[config.mk]
export PLATFORM = sky130hd
export DESIGN_NAME = ds3cp_path_mon
export DESIGN_NICKNAME = d
export VERILOG_FILES = /design/src/rtl/ds3cp_pkg.sv /design/src/rtl/ds3cp_par_acc.sv /design/src/rtl/ds3cp_sat_cnt.sv /design/src/rtl/ds3cp_x_ctrl.sv /design/src/rtl/ds3cp_rx_check.sv /design/src/rtl/ds3cp_path_mon.sv
export SDC_FILE = /design/constraint.sdc
export NUM_CORES = 1
export LEC_CHECK = 0
export CAP_MARGIN = 20
export CORE_AREA = 2 2 86 96
export DETAILED_ROUTE_END_ITERATION = 12
export DIE_AREA = 0 0 88 98
export DONT_BUFFER_PORTS = 1
export GPL_TIMING_DRIVEN = 1
export HOLD_SLACK_MARGIN = 0.03
export PLACE_DENSITY = 0.55
export SLEW_MARGIN = 20
export SYNTH_ARGS = -nofsm -noshare
export SYNTH_HDL_FRONTEND = slang
export SYNTH_SLANG_ARGS = --single-unit
[constraint.sdc]
create_clock -name clk -period 6.1 [get_ports clk]
set_clock_uncertainty 0.15 [all_clocks]
set_input_delay 0.305 -clock clk [delete_from_list [all_inputs] [get_ports clk]]
set_output_delay 0.305 -clock clk [all_outputs]
set_load 0.05 [all_outputs]
[src/rtl/ds3cp_pkg.sv]
package ds3cp_pkg;
    typedef enum logic [2:0] {
        SLOT_PAY  = 3'd0,
        SLOT_OH   = 3'd1,
        SLOT_P    = 3'd2,
        SLOT_CP   = 3'd3,
        SLOT_FEBE = 3'd4
    } slot_e;

    typedef enum logic [1:0] {
        RX_IDLE  = 2'd0,
        RX_FILL  = 2'd1,
        RX_TRACK = 2'd2
    } rx_state_e;

    typedef enum logic [1:0] {
        X_SET_OPEN = 2'd0,
        X_SET_HOLD = 2'd1,
        X_CLR_OPEN = 2'd2,
        X_CLR_HOLD = 2'd3
    } x_state_e;

    localparam int N_RX_CNT = 3;
endpackage

[src/rtl/ds3cp_par_acc.sv]
module ds3cp_par_acc (
    input  logic clk,
    input  logic rst_n,
    input  logic bit_en,
    input  logic sof,
    input  logic is_pay,
    input  logic din,
    output logic run_par
);
    // At a frame start the register still holds the finished parity of the
    // previous frame; the frame-start bit itself is overhead.
    always_ff @(posedge clk or negedge rst_n) begin
        if (!rst_n) begin
            run_par <= 1'b0;
        end else if (bit_en) begin
            if (sof) run_par <= is_pay & din;
            else     run_par <= run_par ^ (is_pay & din);
        end
    end
endmodule

[src/rtl/ds3cp_sat_cnt.sv]
module ds3cp_sat_cnt #(
    parameter int W = 16
) (
    input  logic         clk,
    input  logic         rst_n,
    input  logic         inc,
    output logic [W-1:0] cnt
);
    localparam logic [W-1:0] TOP = '1;

    always_ff @(posedge clk or negedge rst_n) begin
        if (!rst_n)                 cnt <= '0;
        else if (inc && cnt != TOP) cnt <= cnt + 1'b1;
    end

    p_sat_hold_r9: assert property (@(posedge clk) disable iff (!rst_n)
        (cnt == TOP) |=> (cnt == TOP));
    p_single_step_r9: assert property (@(posedge clk) disable iff (!rst_n)
        1'b1 |=> ((cnt == $past(cnt)) || (cnt == $past(cnt) + 1'b1)));
endmodule

[src/rtl/ds3cp_x_ctrl.sv]
module ds3cp_x_ctrl
    import ds3cp_pkg::*;
(
    input  logic clk,
    input  logic rst_n,
    input  logic defect,
    input  logic sec_tick,
    output logic x_val
);
    x_state_e st, st_nx;

    always_ff @(posedge clk or negedge rst_n) begin
        if (!rst_n) st <= X_SET_OPEN;
        else        st <= st_nx;
    end

    always_comb begin
        st_nx = st;
        unique case (st)
            X_SET_OPEN: if (defect)   st_nx = X_CLR_HOLD;
            X_CLR_HOLD: if (sec_tick) st_nx = X_CLR_OPEN;
            X_CLR_OPEN: if (!defect)  st_nx = X_SET_HOLD;
            X_SET_HOLD: if (sec_tick) st_nx = X_SET_OPEN;
            default:                  st_nx = X_SET_OPEN;
        endcase
    end

    always_comb begin
        x_val = (st == X_SET_OPEN) || (st == X_SET_HOLD);
    end

    p_set_hold_r8: assert property (@(posedge clk) disable iff (!rst_n)
        (st == X_SET_HOLD) |=> x_val);
    p_clr_hold_r8: assert property (@(posedge clk) disable iff (!rst_n)
        (st == X_CLR_HOLD) |=> !x_val);
endmodule

[src/rtl/ds3cp_rx_check.sv]
module ds3cp_rx_check
    import ds3cp_pkg::*;
#(
    parameter int CNT_W = 16
) (
    input  logic             clk,
    input  logic             rst_n,
    input  logic             bit_en,
    input  logic             sof,
    input  logic [2:0]       slot,
    input  logic             din,
    output logic             cp_evt,
    output logic [CNT_W-1:0] p_cnt,
    output logic [CNT_W-1:0] cp_cnt,
    output logic [CNT_W-1:0] fb_cnt
);
    localparam int VW = 2;

    slot_e     sl;
    rx_state_e st, st_nx;
    logic      run_par, ref_par, p_bad, frame_end;
    logic [VW-1:0] cp_ones, fb_zeros;
    logic [N_RX_CNT-1:0] inc_vec;
    logic [CNT_W-1:0]    cnt_arr [N_RX_CNT];

    assign sl        = slot_e'(slot);
    assign frame_end = bit_en && sof;

    ds3cp_par_acc u_acc (
        .clk(clk), .rst_n(rst_n), .bit_en(bit_en), .sof(sof),
        .is_pay(sl == SLOT_PAY), .din(din), .run_par(run_par)
    );

    always_ff @(posedge clk or negedge rst_n) begin
        if (!rst_n) st <= RX_IDLE;
        else        st <= st_nx;
    end

    always_comb begin
        st_nx = st;
        if (frame_end) begin
            unique case (st)
                RX_IDLE:  st_nx = RX_FILL;
                RX_FILL:  st_nx = RX_TRACK;
                RX_TRACK: st_nx = RX_TRACK;
                default:  st_nx = RX_IDLE;
            endcase
        end
    end

    always_ff @(posedge clk or negedge rst_n) begin
        if (!rst_n) begin
            ref_par  <= 1'b0;
            p_bad    <= 1'b0;
            cp_ones  <= '0;
            fb_zeros <= '0;
        end else if (frame_end) begin
            ref_par  <= run_par;
            p_bad    <= 1'b0;
            cp_ones  <= '0;
            fb_zeros <= '0;
        end else if (bit_en) begin
            if (sl == SLOT_P && st == RX_TRACK && din != ref_par) p_bad <= 1'b1;
            if (sl == SLOT_CP && din && cp_ones != '1)            cp_ones <= cp_ones + 1'b1;
            if (sl == SLOT_FEBE && !din && fb_zeros != '1)        fb_zeros <= fb_zeros + 1'b1;
        end
    end

    always_comb begin
        inc_vec[0] = frame_end && (st == RX_TRACK) && p_bad;
        inc_vec[1] = frame_end && (st == RX_TRACK) && ((cp_ones >= 2'd2) != ref_par);
        inc_vec[2] = frame_end && (st != RX_IDLE) && (fb_zeros >= 2'd2);
        cp_evt     = inc_vec[1];
    end

    for (genvar i = 0; i < N_RX_CNT; i++) begin : g_cnt
        ds3cp_sat_cnt #(.W(CNT_W)) u_cnt (
            .clk(clk), .rst_n(rst_n), .inc(inc_vec[i]), .cnt(cnt_arr[i])
        );
    end

    assign p_cnt  = cnt_arr[0];
    assign cp_cnt = cnt_arr[1];
    assign fb_cnt = cnt_arr[2];

    p_first_quiet_r10: assert property (@(posedge clk) disable iff (!rst_n)
        (st != RX_TRACK) |=> ($stable(p_cnt) && $stable(cp_cnt)));
    p_cnt_on_sof_r4: assert property (@(posedge clk) disable iff (!rst_n)
        !frame_end |=> ($stable(p_cnt) && $stable(cp_cnt) && $stable(fb_cnt)));
endmodule

[src/rtl/ds3cp_path_mon.sv]
module ds3cp_path_mon
    import ds3cp_pkg::*;
#(
    parameter int CNT_W = 16
) (
    input  logic             clk,
    input  logic             rst_n,
    input  logic             tx_bit_en,
    input  logic             tx_sof,
    input  logic [2:0]       tx_slot,
    input  logic             tx_data,
    input  logic             rx_bit_en,
    input  logic             rx_sof,
    input  logic [2:0]       rx_slot,
    input  logic             rx_data,
    input  logic             rx_fram_err,
    input  logic             rx_defect,
    input  logic             sec_tick,
    output logic             tx_p_bit,
    output logic             tx_cp_bit,
    output logic             tx_febe_bit,
    output logic             tx_aic_bit,
    output logic             tx_feac_bit,
    output logic             tx_x_bit,
    output logic [CNT_W-1:0] p_err_cnt,
    output logic [CNT_W-1:0] cp_err_cnt,
    output logic [CNT_W-1:0] febe_cnt
);
    logic tx_run, tx_start, cp_evt, x_now;
    logic par_q, febe_q, x_q, pend_q;

    assign tx_start = tx_bit_en && tx_sof;

    ds3cp_par_acc u_tx_acc (
        .clk(clk), .rst_n(rst_n), .bit_en(tx_bit_en), .sof(tx_sof),
        .is_pay(slot_e'(tx_slot) == SLOT_PAY), .din(tx_data), .run_par(tx_run)
    );

    ds3cp_rx_check #(.CNT_W(CNT_W)) u_rx (
        .clk(clk), .rst_n(rst_n), .bit_en(rx_bit_en), .sof(rx_sof),
        .slot(rx_slot), .din(rx_data), .cp_evt(cp_evt),
        .p_cnt(p_err_cnt), .cp_cnt(cp_err_cnt), .fb_cnt(febe_cnt)
    );

    ds3cp_x_ctrl u_x (
        .clk(clk), .rst_n(rst_n), .defect(rx_defect),
        .sec_tick(sec_tick), .x_val(x_now)
    );

    // Overhead values for the outgoing frame are frozen at its first bit.
    always_ff @(posedge clk or negedge rst_n) begin
        if (!rst_n) begin
            par_q  <= 1'b0;
            febe_q <= 1'b1;
            x_q    <= 1'b1;
            pend_q <= 1'b0;
        end else if (tx_start) begin
            par_q  <= tx_run;
            febe_q <= !(pend_q || cp_evt || rx_fram_err);
            x_q    <= x_now;
            pend_q <= 1'b0;
        end else begin
            pend_q <= pend_q || cp_evt || rx_fram_err;
        end
    end

    assign tx_p_bit    = par_q;
    assign tx_cp_bit   = par_q;
    assign tx_febe_bit = febe_q;
    assign tx_x_bit    = x_q;
    assign tx_aic_bit  = 1'b1;
    assign tx_feac_bit = 1'b1;

    p_par_stable_r2: assert property (@(posedge clk) disable iff (!rst_n)
        !tx_start |=> $stable(tx_p_bit));
    p_febe_stable_r6: assert property (@(posedge clk) disable iff (!rst_n)
        !tx_start |=> $stable(tx_febe_bit));
    p_x_stable_r8: assert property (@(posedge clk) disable iff (!rst_n)
        !tx_start |=> $stable(tx_x_bit));
    p_febe_err_r6: assert property (@(posedge clk) disable iff (!rst_n)
        (tx_start && cp_evt) |=> !tx_febe_bit);
endmodule

## Word level (Yosys, flattened, before mapping)

Index checks and enable logic that the tools add are counted.

| word-level totals | value |
|---|---|
| output and inout bits | 54 |
| bits in registers | 64 |
| input bits | 17 |
| logic and storage cells | 98 |

| operators by class | value |
|---|---|
| bitwise operators | 4 |
| reduce and logical (&&, ||, !) cells | 35 |
| eq/ne operators | 19 |
| add/sub/neg operators | 5 |
| multiplexer cells | 18 |
| $lt $le $gt $ge | 2 |

Operators by type and width:

| operator | count |
|---|---|
| 16-bit by 1-bit adder with 16-bit output, second input constant | 3 |
| 16-bit inequality test, second input constant | 3 |
| 2-bit 2-to-1 mux | 10 |
| 1-bit logical AND | 16 |
| 2-bit inequality test, second input constant | 6 |
| 2-bit nonzero test | 5 |
| 2-bit case mux with 4 select lines | 1 |
| 2-bit == test, second input constant | 3 |
| 3-bit by 2-bit == test with 1-bit output, second input constant | 2 |
| 3-bit logical NOT | 2 |
| 1-bit 2-to-1 mux | 6 |
| 2-bit AND reduction | 3 |
| 2-bit by 1-bit adder with 2-bit output, second input constant | 2 |
| 2-bit by 1-bit == test with 1-bit output, second input constant | 2 |
| 2-bit >= comparator, second input constant | 2 |
| 2-bit logical NOT | 2 |
| 2-bit case mux with 2 select lines | 1 |
| 4-bit AND reduction | 1 |
| 3-bit == test, second input constant | 1 |
| 1-bit logical OR | 3 |
| 1-bit bitwise AND | 2 |
| 1-bit logical NOT | 2 |
| 1-bit inequality test | 2 |
| 2-bit OR reduction | 1 |
| 1-bit bitwise XOR | 2 |

## Longest topological paths before layout

Gate-level depths: netlist of run 1.

| depth | value |
|---|---|
| depth in word-level cells | 6 |
| mapped depth | 6 |

## By module

Synthesis of run 1 repeated with hierarchy kept, for this count alone.

| unflattened totals | value |
|---|---|
| cells, all modules | 313 |
| area, all modules | 3595.9 µm² |

Modules (own cells, without submodules):

| module | area an instance (µm²) | times used | cells each |
|---|---|---|---|
| ds3cp_sat_cnt | 859.6 | 3 | 72 |
| ds3cp_rx_check | 509.2 | 1 | 51 |
| ds3cp_path_mon | 200.2 | 1 | 15 |
| ds3cp_x_ctrl | 177.7 | 1 | 17 |
| ds3cp_par_acc | 65.1 | 2 | 7 |

## Worst setup path after synthesis of run 1

Ideal clock, no wire load.

| timing | value |
|---|---|
| path type | register -> register |
| start | reg u_rx.g_cnt[2].u_cnt.cnt[0] |
| end | reg u_rx.g_cnt[2].u_cnt.cnt[1] |
| path slack | 3755 ps |
| setup time | 125 ps |
| stages on the path, launching flop included | 6 |
| required time | 5825 ps |
| path buffers | 0 |
| arrival | 2070 ps |
| path through | dfrtp_1 ha_1 nand4_1 or4_1 nand2_1 mux2_2 |

| between the ends | value |
|---|---|
| word-level cells in the longest chain between the ends | 2 |
| elaborated cells between the ends (all ways) | 3 |
| those cells by class | add/sub (1); eq/ne (1); reduce/logical (1) |

Ends and longest elaborated chain:

| element | RTL line | RTL |
|---|---|---|
| from (decl) | ds3cp_sat_cnt.sv:7 | `output logic [W-1:0] cnt` |
| from (signal assigned) | ds3cp_sat_cnt.sv:13 | `else if (inc && cnt != TOP) cnt <= cnt + 1'b1;` |
| branches (longest 2 deep; another with 16-bit by 1-bit adder with 16-bit output) | - |  |

Parallel ways; which one is timed is not known.
A chain may end at the register's enable or synchronous reset.

## Worst setup path after layout of run 1

Same ends and word-level chain as after synthesis.

==> results of run 1 <==
## critical path: stages (launching register included)
cell,delay [ns]
sky130_fd_sc_hd__dfrtp_1,0.71
sky130_fd_sc_hd__ha_1,0.30
sky130_fd_sc_hd__nand4_1,0.15
sky130_fd_sc_hd__or4_1,0.77
sky130_fd_sc_hd__nand2_1,0.19
sky130_fd_sc_hd__mux2_2,0.34
## power groups by stage
| stage | clock network [µW] | registers, µW | logic, µW |
|---|---|---|---|
| global placement | 0 | 545 | 104 |
| finish | 340 | 537 | 122 |
| global route | 373 | 542 | 142 |
| CTS | 354 | 537 | 124 |
| detailed placement | 0 | 546 | 110 |
| floorplan | 0 | 536 | 95.3 |
## worst max path at each step
stage / end / slack (ns)
after floorplan: u_rx.g_cnt[2].u_cnt.cnt[1] / 3.76
after global placement: u_rx.g_cnt[2].u_cnt.cnt[1] / 3.45
after detailed placement: u_rx.g_cnt[2].u_cnt.cnt[1] / 3.39
after CTS: u_rx.g_cnt[2].u_cnt.cnt[1] / 3.37
after global routing: u_rx.g_cnt[0].u_cnt.cnt[1] / 3.20
final: u_rx.g_cnt[2].u_cnt.cnt[1] / 3.37
## cell families after synthesis
logic type | Yosys count | synth area share
simple gates | 138 | 0.246
flops | 64 | 0.480
xor+xnor | 44 | 0.115
compound gates | 23 | 0.0551
buf+inv | 14 | 0.0195
fa+ha+maj | 13 | 0.0487
mux | 10 | 0.0341
other cells | 1 | 0.00112
## per-stage QoR
step	cells	total power, µW	hold slack (ns)
after floorplan	308	632	-0.141
after global placement	410	649	-0.139
after detailed placement	410	656	-0.139
after CTS	429	1020	0.0636
after global routing	429	1060	0.0811
final	429	999	0.0789
## synthesized netlist by cell type (all sizes together)
cell,number,area share
o21ai,8,0.012
and2,2,0.0037
buf,4,0.0082
and4,6,0.016
nand4,20,0.042
and3,10,0.019
ha,13,0.049
nor4b,4,0.012
nor4,11,0.027
clkbuf,3,0.0034
nor2,12,0.013
nand2b,3,0.0056
or2,2,0.0037
a31oi,2,0.0037
a2111oi,2,0.016
o211ai,1,0.0022
nor3b,3,0.0067
nand3b,2,0.0045
a21oi,5,0.0075
dfstp,2,0.016
o21bai,2,0.0045
or3,1,0.0019
or4,1,0.0022
xnor2,22,0.058
mux2,8,0.028
xor2,22,0.058
inv,7,0.0079
a32o,2,0.0060
or4b,1,0.0030
nor3,11,0.016
a21o,1,0.0026
nor4bb,2,0.0060
or3b,1,0.0034
conb,1,0.0011
mux2i,2,0.0060
nand3,20,0.030
dfrtp,62,0.46
nand2,26,0.029
## metal layers
metal	global-route usage	share of wire	up-vias	wire length (µm)
li1	-	-	1143	-
met1	0.191	0.45	1138	2860
met2	0.244	0.46	65	2960
met3	0.0507	0.058	15	370
met4	0.0817	0.030	0	193
met5	0	0	-	0
## registers in the layout, summed over array words and instances, names as in the netlist
| name | cells |
|---|---|
| pend_q | 1 |
| u_rx.g_cnt.u_cnt.cnt | 48 |
| u_rx.fb_zeros | 2 |
| tx_x_bit | 1 |
| u_rx.ref_par | 1 |
| u_rx.st | 2 |
| u_rx.cp_ones | 2 |
| u_rx.p_bad | 1 |
| u_x.st | 2 |
| u_tx_acc.run_par | 1 |
| u_rx.u_acc.run_par | 1 |
| tx_febe_bit | 1 |
| tx_cp_bit | 1 |
## final cells by class
cell class,instances,area [µm²],area share
clock buffers,10,128,0.0346
clock inverters,4,47.5,0.0129
inverters,7,26.3,0.00712
multi-input cells,230,1670,0.454
flip-flops and latches,64,1600,0.435
well taps,108,135,0.0366
repair buffers,6,75.1,0.0203
## placed cells by master, fill, tap and decap left out, types with 7 or more instances in the layout
cell,count
sky130_fd_sc_hd__dfrtp_1,62
sky130_fd_sc_hd__nand2_1,26
sky130_fd_sc_hd__nor4_1,9
sky130_fd_sc_hd__clkbuf_8,9
sky130_fd_sc_hd__o21ai_0,8
sky130_fd_sc_hd__xor2_1,22
sky130_fd_sc_hd__and3_1,10
sky130_fd_sc_hd__ha_1,13
sky130_fd_sc_hd__nor2_1,12
sky130_fd_sc_hd__nand4_1,19
sky130_fd_sc_hd__inv_1,7
sky130_fd_sc_hd__nand3_1,20
sky130_fd_sc_hd__nor3_1,11
sky130_fd_sc_hd__xnor2_1,22
==> implementation parameters, run 1 <==
Parameter                              Value

Place
  Setup slack at placement ... 3.39 ns
  Post-detail-place hpwl ... 4.40 mm
  Post-place instance area ... 3450 µm²
  Final weighted congestion of routability-driven global placement ... 0.794
  IO buf count ... 0

Routing
  Via total after detailed routing ... 2,361
  1st-pass router iterations ... 4
  Number of design rule violations left after detail routing ... 0
  Detailed Route Iter0 Violations ... 84
  Routed Wire Length ... 6.39 mm
  Post-route antenna net violation count ... 0
  Average vias per placed instance ... 5.50
  Wirelength per Cell ... 14.9 µm

Clocking
  Post-CTS setup buffer count ... 0
  TritonCTS clock tree ... built
  Clock sink total ... 64
  Number of buffers inserted during clock tree synthesis ... 9
  H-Tree Level Count ... 3
  Reg clk slew, reported paths ... 0.07 ns
  CTS max path bufs ... 2
  Number of buffers added to fix hold violations after cts ... 5
  Gates resized, CTS repair ... 0
  Clock latency on the worst-skew pair ... 0.33 ns
  Root buf cell ... sky130_fd_sc_hd__clkbuf_8

Synthesis
  Number of unique standard cell types used by synthesis ... 45
  Mean Syn Cell Area ... 10.9 µm²
  Count of warnings emitted by yosys ... 0
  Fraction of the yosys area taken by sequential cells ... 0.480
  Yosys reg bits ... 64
  Synthesized instance count ... 307
  Cell area after technology mapping ... 3340 µm²

Die
  Initial standard-cell utilization of the core ... 0.434
  Die height ... 98 µm
  Die width ... 88 µm
  Number of top-level pins ... 71
  Placeable Area ... 7700 µm²
  Site Rows ... 34
  DIE AREA ... 8620 µm²

Global routing
  GR Overflow Total ... 0
  First-pass GRT wire length ... 10.7 mm
  GRT Overall Usage ... 0.156
  Number of global-route vias before repair ... 2,252
  Antenna violations before repair ... 0
  Pin count of the biggest net entering global routing ... 65

Timing
  Final worst-path cycle share ... 0.448
  Pins Over Slew Limit ... 0
  Minimum clock period after layout ... 2.73 ns
  Total negative setup slack ... 0 ns
  Slew margin rel. ... 0.397
  Post-layout worst setup margin ... 3.37 ns
  Maximum clock rate ... 366 MHz
  Least-Margin Pin Slew ... 0.904 ns
  RSZ-0062 raised after global routing ... no
  Final setup violating endpoints ... 0
  Hold Violations, Final ... 0

Power
  Clock network fraction of total power ... 0.340
  Switching power share of the total ... 0.307
  Sequential Power Share ... 0.538
  Switching power of the nets ... 307 µW
  Worst ir drop on vdd ... 139 µV
  Total power divided by cell area ... 271 nW/µm²
  Int Power ... 692 µW
  Relative contribution of combinational cells to total power ... 0.122
  Leakage power ... 0.00168 µW

Final layout
  Net count of the finished layout ... 348
  Final cell area excluding filler cells ... 3690 µm²
  Share of final-layout standard cells stronger than drive strength 1 ... 0.103
  Synth-to-Final Area Change ... 10.5%
  Final standard cell utilization of the core ... 0.479
  Number of antenna repair diodes ... 0
  Filler cell count ... 708

Hold path
  Worst hold path class ... input port to flop
  Critical hold path startpoint ... tx_sof
  Depth of the worst hold-timing path ... 2
  Worst Hold End ... tx_febe_bit

Flow run
  Maximum capacitance violations ... 0

Setup path
  Startpoint-to-endpoint class of the critical path ... flop to flop
  Register-to-Register Setup Slack ... 3.37 ns
  Setup crit end kind ... flop
  Endpoint required time on the critical path ... 6.18 ns
  Data arrival time of the critical path ... 2.81 ns
  Kind of start point of the critical path ... flop
  Startpoint of the most critical register-to-register path ... u_rx.g_cnt[2].u_cnt.cnt[0]
  Startpoint of the worst setup timing path ... u_rx.g_cnt[2].u_cnt.cnt[0]
  Crit-path max FO ... 11
  Worst reg2reg path endpoint ... u_rx.g_cnt[2].u_cnt.cnt[1]
  Worst r2r path cells ... 5

Outcome
  Outcome ... finished, final reports clean
Power figures use the tool's default switching activity.
==> run 2, diff against run 1 <==
--- a/config.mk
+++ b/config.mk
@@ -12,7 +12,7 @@
 export DONT_BUFFER_PORTS = 1
 export GPL_TIMING_DRIVEN = 1
 export HOLD_SLACK_MARGIN = 0.03
-export PLACE_DENSITY = 0.55
+export PLACE_DENSITY = 0.57
 export SLEW_MARGIN = 20
 export SYNTH_ARGS = -nofsm -noshare
 export SYNTH_HDL_FRONTEND = slang
==> constraint.sdc (replaced) <==
create_clock -name clk -period 2.4 [get_ports clk]
set_clock_uncertainty 0.15 [all_clocks]
set_input_delay 0.12 -clock clk [delete_from_list [all_inputs] [get_ports clk]]
set_output_delay 0.12 -clock clk [all_outputs]
set_load 0.05 [all_outputs]
==> implementation parameters, run 2 (same netlist as run 1, synthesis figures left out) <==
Parameter                              Value

Timing
  Hold Violations, Final ... 0 (unchanged)
  Final setup violating endpoints ... 0 (unchanged)
  Maximum clock rate ... 423 MHz (was 366 MHz)
  Post-layout worst setup margin ... 0.0359 ns (was 3.37 ns)
  Pins Over Slew Limit ... 0 (unchanged)
  Least-Margin Pin Slew ... 0.896 ns (was 0.904 ns)
  Total negative setup slack ... 0 ns (unchanged)
  Final worst-path cycle share ... 0.985 (was 0.448)
  Slew margin rel. ... 0.403 (was 0.397)
  Minimum clock period after layout ... 2.36 ns (was 2.73 ns)

Place
  Setup slack at placement ... 0.110 ns (was 3.39 ns)
  Post-detail-place hpwl ... 5.06 mm (was 4.40 mm)
  Instance count after placement with tap cells included ... 464 (was 410)
  Final weighted congestion of routability-driven global placement ... 0.799 (was 0.794)
  Post-place instance area ... 3850 µm² (was 3450 µm²)
  IO buf count ... 0 (unchanged)

Clocking
  Clock latency on the worst-skew pair ... 0.33 ns (about the same)
  TritonCTS clock tree ... built (unchanged)
  Root buf cell ... sky130_fd_sc_hd__clkbuf_8 (unchanged)
  Number of buffers inserted during clock tree synthesis ... 9 (unchanged)
  CTS max path bufs ... 2 (unchanged)
  Clock sink total ... 64 (unchanged)
  H-Tree Level Count ... 3 (unchanged)
  Reg clk slew, reported paths ... 0.07 ns (about the same)
  Post-CTS setup buffer count ... 0 (unchanged)

Final layout
  Net count of the finished layout ... 415 (was 348)
  Largest register FFs ... 48 (unchanged)
  Share of final-layout standard cells stronger than drive strength 1 ... 0.233 (was 0.103)
  Synth-to-Final Area Change ... 27.2% (was 10.5%)
  Leading cell type in the layout, fill and taps excluded ... sky130_fd_sc_hd__dfrtp_1 (unchanged)
  Final std cells w/o fill ... 498 (was 429)
  Final cell area excluding filler cells ... 4250 µm² (was 3690 µm²)
  Number of antenna repair diodes ... 0 (unchanged)
  Leading cell types in the layout, fill and taps excluded ... 61 x sky130_fd_sc_hd__dfrtp_1, 55 x sky130_fd_sc_hd__buf_4, 25 x sky130_fd_sc_hd__nand2_1 (was 62 x sky130_fd_sc_hd__dfrtp_1, 26 x sky130_fd_sc_hd__nand2_1, 22 x sky130_fd_sc_hd__xnor2_1, 22 x sky130_fd_sc_hd__xor2_1, 20 x sky130_fd_sc_hd__nand3_1)
  Largest reg by FF count ... u_rx.g_cnt.u_cnt.cnt (unchanged)

Routing
  1st-pass router iterations ... 4 (unchanged)
  Average vias per placed instance ... 5.20 (was 5.50)
  Post-route antenna net violation count ... 0 (unchanged)
  Wirelength per Cell ... 14.8 µm (was 14.9 µm)
  Number of design rule violations left after detail routing ... 0 (unchanged)
  Via total after detailed routing ... 2,590 (was 2,361)
  Detailed Route Iter0 Violations ... 70 (was 84)
  Routed Wire Length ... 7.39 mm (was 6.39 mm)

Setup path
  Setup crit end kind ... flop (unchanged)
  Crit-path max FO ... 4 (was 11)
  Startpoint-to-endpoint class of the critical path ... flop to flop (unchanged)
  Data arrival time of the critical path ... 2.46 ns (was 2.81 ns)
  Endpoint required time on the critical path ... 2.49 ns (was 6.18 ns)
  Kind of start point of the critical path ... flop (unchanged)

Global routing
  Global routing met2 resource utilization ... 0.307 (was 0.244)
  Antenna violations before repair ... 0 (unchanged)
  Pin count of the biggest net entering global routing ... 65 (unchanged)
  Met1 layer usage reported by global route ... 0.208 (was 0.191)
  GR Overflow Total ... 0 (unchanged)
  Number of global-route vias before repair ... 2,702 (was 2,252)
  Layer carrying the most global-route usage ... met2 (unchanged)
  GRT Overall Usage ... 0.180 (was 0.156)
  GR Layer Usage met3 ... 0.0499 (was 0.0507)
  First-pass GRT wire length ... 12.4 mm (was 10.7 mm)

Power
  Leakage power ... 0.00203 µW (was 0.00168 µW)
  Worst ir drop on vdd ... 379 µV (was 139 µV)
  Total power divided by cell area ... 606 nW/µm² (was 271 nW/µm²)

Hold path
  Worst hold path class ... input port to flop (unchanged)

Die
  Die height ... 98 µm (unchanged)
  Die width ... 88 µm (unchanged)
  Placeable Area ... 7700 µm² (unchanged)
  Site Rows ... 34 (unchanged)
  Number of top-level pins ... 71 (unchanged)
  DIE AREA ... 8620 µm² (unchanged)
  Initial standard-cell utilization of the core ... 0.434 (unchanged)

Flow run
  Maximum capacitance violations ... 0 (unchanged)

Outcome
  Outcome ... finished, final reports clean (unchanged)
==> run 2: cell types whose count changed in the layout (fill, tap and decap cells not counted), moves of 2 or more <==
cell and delta:
sky130_fd_sc_hd__buf_4 +54, sky130_fd_sc_hd__clkbuf_1 +3, sky130_fd_sc_hd__clkbuf_8 +2, sky130_fd_sc_hd__dlygate4sd3_1 +13
==> run 2: metal layers <==
metal  wire length (µm)  up-vias  part of all wire
met5                  0        -                 0
met4                124        0             0.017
met3                469       12             0.064
met2               3700       76              0.50
met1               3090     1239              0.42
li1                   -     1263                 -
==> run 2: where the power goes <==
| group | switching [µW] | total, µW | internal, µW |
|---|---|---|---|
| registers | 111 | 1280 | 1170 |
| logic | 289 | 477 | 188 |
| clock network | 390 | 823 | 433 |
==> run 2: layout make-up <==
type	count	area, µm²
multi-input combinational	230	1700
clock inverter	1	5.00
sequential	64	1610
fill	699	3450
clock buffer	15	166
timing repair buffer	73	611
inverter	7	26.3
tap	108	135
==> run 2: repair_timing <==
item                                   in CTS  in global routing
setup endpoints to repair                   0                  5
hold buffers                               18                  0
endpoints found under the hold margin      77                  0
resized for setup                           0                  6
==> run 2: final timing paths <==
check | start | to | slack [ns] | depth (start not counted)
setup / recovery | u_rx.fb_zeros[1] | u_rx.fb_zeros[1] | 0.04 | 6
hold / removal | rx_sof | u_rx.g_cnt[2].u_cnt.cnt[12] | 0.06 | 4
setup reg to reg | u_rx.fb_zeros[1] | u_rx.fb_zeros[1] | 0.04 | 6
hold reg to reg | u_rx.g_cnt[1].u_cnt.cnt[0] | u_rx.g_cnt[1].u_cnt.cnt[0] | 0.36 | 1
max in group asynchronous | rst_n | tx_x_bit | 1.61 | 2
min in group asynchronous | rst_n | u_rx.g_cnt[2].u_cnt.cnt[2] | 0.18 | 2
==> run 2: stage by stage <==
stage / hold WS, ns / util / power, µW
floorplan: -0.326 / - / 1610
global route: 0.0597 / 0.552 / 2720
global placement: -0.324 / 0.500 / 1690
detailed placement: -0.324 / 0.500 / 1710
finish: 0.0567 / 0.552 / 2580
CTS: 0.0397 / 0.548 / 2600
==> run 2: worst max-delay path: stages, from the launching register on <==
cell	delay, ns
sky130_fd_sc_hd__dfrtp_1	0.42
sky130_fd_sc_hd__ha_1	0.22
sky130_fd_sc_hd__nor4b_2	0.31
sky130_fd_sc_hd__nand3b_1	0.13
sky130_fd_sc_hd__dlygate4sd3_1	0.61
sky130_fd_sc_hd__or2_2	0.28
sky130_fd_sc_hd__a21oi_1	0.17
==> run 3, diff against run 2 <==
--- a/config.mk
+++ b/config.mk
@@ -6,14 +6,15 @@
 export NUM_CORES = 1
 export LEC_CHECK = 0
 export CAP_MARGIN = 20
-export CORE_AREA = 2 2 86 96
+export CORE_AREA = 2 2 89 99
 export DETAILED_ROUTE_END_ITERATION = 12
-export DIE_AREA = 0 0 88 98
+export DIE_AREA = 0 0 91 101
 export DONT_BUFFER_PORTS = 1
 export GPL_TIMING_DRIVEN = 1
 export HOLD_SLACK_MARGIN = 0.03
-export PLACE_DENSITY = 0.57
+export PLACE_DENSITY = 0.58
 export SLEW_MARGIN = 20
 export SYNTH_ARGS = -nofsm -noshare
 export SYNTH_HDL_FRONTEND = slang
+export SYNTH_HIERARCHICAL = 1
 export SYNTH_SLANG_ARGS = --single-unit
==> implementation parameters, run 3 <==
Parameter                              Value

Routing
  Detailed Route Iter0 Violations ... 76 (was 70)
  Number of design rule violations left after detail routing ... 0 (unchanged)
  Wirelength per Cell ... 16.1 µm (was 14.8 µm)
  Average vias per placed instance ... 5.62 (was 5.20)
  Via total after detailed routing ... 2,856 (was 2,590)
  Post-route antenna net violation count ... 0 (unchanged)
  Routed Wire Length ... 8.20 mm (was 7.39 mm)
  1st-pass router iterations ... 4 (unchanged)

Synthesis
  Leading area contributor after synthesis ... sky130_fd_sc_hd__dfrtp_1 (unchanged)
  Number of unique standard cell types used by synthesis ... 52 (was 45)
  Fraction of the yosys area taken by sequential cells ... 0.446 (was 0.480)
  Count of warnings emitted by yosys ... 6 (was 0)
  Cell area after technology mapping ... 3600 µm² (was 3340 µm²)
  Top cells by count, synth ... 62 x sky130_fd_sc_hd__dfrtp_1, 27 x sky130_fd_sc_hd__nand2_1, 24 x sky130_fd_sc_hd__nand4_1 (was 62 x sky130_fd_sc_hd__dfrtp_1, 26 x sky130_fd_sc_hd__nand2_1, 22 x sky130_fd_sc_hd__xnor2_1, 22 x sky130_fd_sc_hd__xor2_1, 20 x sky130_fd_sc_hd__nand3_1)
  Most frequent cell after synthesis ... sky130_fd_sc_hd__dfrtp_1 (unchanged)
  Yosys reg bits ... 64 (unchanged)
  Post-synth EDFFs ... 0 (unchanged)
  Mean Syn Cell Area ... 11.5 µm² (was 10.9 µm²)
  Portion of synthesized cell area occupied by the leading cell type ... 0.431 (was 0.465)
  Top post-synthesis cells by area ... sky130_fd_sc_hd__dfrtp_1 43%, sky130_fd_sc_hd__ha_1 4.2%, sky130_fd_sc_hd__nand4_1 4.2% (was sky130_fd_sc_hd__dfrtp_1 46%, sky130_fd_sc_hd__xnor2_1 5.8%, sky130_fd_sc_hd__xor2_1 5.8%)
  Synthesized instance count ... 313 (was 307)
  Fraction of synthesis flops using an asynchronous set or reset pin ... 1.00 (unchanged)
  Most frequently used flop master after synthesis ... sky130_fd_sc_hd__dfrtp_1 (unchanged)

Hold path
  Depth of the worst hold-timing path ... 3 (was 4)
  Worst Hold End ... u_rx/fb_zeros[1] (was u_rx.g_cnt[2].u_cnt.cnt[12])
  Worst hold path class ... input port to flop (unchanged)
  Critical hold path startpoint ... rx_bit_en (was rx_sof)

Setup path
  Crit-path max FO ... 4 (unchanged)
  Setup crit end kind ... flop (unchanged)
  Register-to-Register Setup Slack ... 0.24 ns (was 0.04 ns)
  Startpoint-to-endpoint class of the critical path ... input port to flop (was flop to flop)
  Worst reg2reg path endpoint ... tx_febe_bit (was u_rx.fb_zeros[1])
  Kind of start point of the critical path ... input port (was flop)
  Data arrival time of the critical path ... 2.43 ns (was 2.46 ns)
  Endpoint required time on the critical path ... 2.53 ns (was 2.49 ns)
  Worst r2r path cells ... 6 (unchanged)
  Startpoint of the most critical register-to-register path ... u_rx/st[0] (was u_rx.fb_zeros[1])

Die
  Placeable Area ... 8230 µm² (was 7700 µm²)
  Number of top-level pins ... 71 (unchanged)
  DIE AREA ... 9190 µm² (was 8620 µm²)
  Die height ... 101 µm (was 98 µm)
  Die width ... 91 µm (was 88 µm)
  Initial standard-cell utilization of the core ... 0.437 (was 0.434)
  Site Rows ... 35 (was 34)

Timing
  Final setup violating endpoints ... 0 (unchanged)
  Pins Over Slew Limit ... 0 (unchanged)
  Hold Violations, Final ... 0 (unchanged)
  Maximum clock rate ... 434 MHz (was 423 MHz)
  RSZ-0062 raised after global routing ... no
  Total negative setup slack ... 0 ns (unchanged)
  Least-Margin Pin Slew ... 0.903 ns (was 0.896 ns)
  Minimum clock period after layout ... 2.30 ns (was 2.36 ns)
  Slew margin rel. ... 0.398 (was 0.403)
  Final worst-path cycle share ... 0.960 (was 0.985)

Clocking
  Clock sink total ... 64 (unchanged)
  Gates resized, CTS repair ... 0 (unchanged)
  TritonCTS clock tree ... built (unchanged)
  Root buf cell ... sky130_fd_sc_hd__clkbuf_8 (unchanged)
  CTS max path bufs ... 2 (unchanged)
  Clock latency on the worst-skew pair ... 0.34 ns (was 0.33 ns)
  Reg clk slew, reported paths ... 0.07 ns (about the same)
  Number of buffers inserted during clock tree synthesis ... 9 (unchanged)
  H-Tree Level Count ... 3 (unchanged)

Global routing
  GRT Overall Usage ... 0.190 (was 0.180)
  Pin count of the biggest net entering global routing ... 65 (unchanged)
  Number of global-route vias before repair ... 2,922 (was 2,702)
  GR Overflow Total ... 0 (unchanged)
  Antenna violations before repair ... 0 (unchanged)
  First-pass GRT wire length ... 13.9 mm (was 12.4 mm)

Power
  Leakage power ... 0.00211 µW (was 0.00203 µW)
  Worst ir drop on vdd ... 348 µV (was 379 µV)
  Total power divided by cell area ... 564 nW/µm² (was 606 nW/µm²)

Place
  IO buf count ... 0 (unchanged)
  Final weighted congestion of routability-driven global placement ... 0.801 (was 0.799)
  Post-detail-place hpwl ... 5.74 mm (was 5.06 mm)
  Post-place instance area ... 4080 µm² (was 3850 µm²)

Final layout
  Final cell area excluding filler cells ... 4490 µm² (was 4250 µm²)
  Number of antenna repair diodes ... 0 (unchanged)
  Largest reg by FF count ... u_rx/g_cnt.u_cnt/cnt (was u_rx.g_cnt.u_cnt.cnt)
  Leading cell types in the layout, fill and taps excluded ... 62 x sky130_fd_sc_hd__dfrtp_1, 49 x sky130_fd_sc_hd__buf_4, 27 x sky130_fd_sc_hd__nand2_1 (was 61 x sky130_fd_sc_hd__dfrtp_1, 55 x sky130_fd_sc_hd__buf_4, 25 x sky130_fd_sc_hd__nand2_1)
  Net count of the finished layout ... 423 (was 415)
  Share of final-layout standard cells stronger than drive strength 1 ... 0.272 (was 0.233)
  Leading cell type in the layout, fill and taps excluded ... sky130_fd_sc_hd__dfrtp_1 (unchanged)
  Largest register FFs ... 48 (unchanged)
  Synth-to-Final Area Change ... 24.9% (was 27.2%)

Flow run
  Maximum capacitance violations ... 0 (unchanged)

Outcome
  Outcome ... finished, final reports clean (unchanged)
[run 3: layout make-up]
type,count,area (µm²)
Sequential cell,64,1600
Clock buffer,13,149
Timing Repair Buffer,73,626
Tap cell,111,139
Multi-Input combinational cell,241,1950
Fill cell,780,3740
Inverter,5,18.8
Clock inverter,1,5.00
[run 3: power breakdown]
group          leakage [µW]  total [µW]  internal, µW  switching [µW]
sequential         0.000874        1250          1160            93.7
combinational       0.00116         494           217             277
clock             0.0000794         787           391             396
[run 3: repair_timing]
item | CTS | global route
hold buffers | 24 | 0
endpoints found under the setup margin | 0 | 0
endpoints found under the hold margin | 77 | 0
buffers inserted | 0 | 0
[run 3: routing by layer]
metal | vias to the layer above | GRT usage | share of wire
met1 | 1418 | 0.232 | 0.43
met3 | 12 | 0.0583 | 0.060
met5 | - | 0 | 0
met4 | 0 | 0.0734 | 0.019
met2 | 70 | 0.316 | 0.49
li1 | 1356 | - | -
[run 3: how the worst max path moves through the flow]
stage / to / slack, ns / cells after the start / start
after detailed placement: u_rx/g_cnt[2].u_cnt/cnt[10] / 0.35 / 9 / u_rx/fb_zeros[0]
after floorplan: u_rx/g_cnt[2].u_cnt/cnt[14] / 0.34 / 8 / u_rx/fb_zeros[0]
final: u_rx/fb_zeros[0] / 0.1 / 6 / rx_slot[0]
after global routing: u_rx/fb_zeros[0] / 0.04 / 6 / rx_slot[0]
after CTS: u_rx/fb_zeros[0] / 0.16 / 6 / rx_slot[0]
after global placement: u_rx/g_cnt[2].u_cnt/cnt[10] / 0.42 / 9 / u_rx/fb_zeros[0]
[run 3: logic make-up after synthesis]
kind of cell	Yosys count	synth area share
AND/OR/NAND/NOR	133	0.281
flip-flops	64	0.446
AO/OA/AOI/OAI	63	0.134
XOR/XNOR	23	0.0560
adder cells (fa/ha/maj)	12	0.0418
buffers and inverters	9	0.0129
multiplexers	8	0.0278
other	1	0.00104
[run 3: through the flow]
step	utilization	setup slack, ns	hold WS (ns)	instances	total power (µW)
2_1_floorplan	-	0.340	-0.326	314	1590
3_3_place_gp	0.495	0.419	-0.324	470	1670
3_5_place_dp	0.495	0.349	-0.324	470	1690
4_1_cts	0.545	0.156	0.0667	508	2570
5_1_grt	0.545	0.0446	0.0796	508	2680
6_report	0.545	0.0964	0.0845	508	2530
[run 3: worst max-delay path, stage by stage]
cell	delay, ns
sky130_fd_sc_hd__dlygate4sd3_1	0.59
sky130_fd_sc_hd__and4bb_4	0.34
sky130_fd_sc_hd__dlygate4sd3_1	0.56
sky130_fd_sc_hd__nand3_1	0.08
sky130_fd_sc_hd__a21oi_1	0.16
sky130_fd_sc_hd__dlygate4sd3_1	0.58
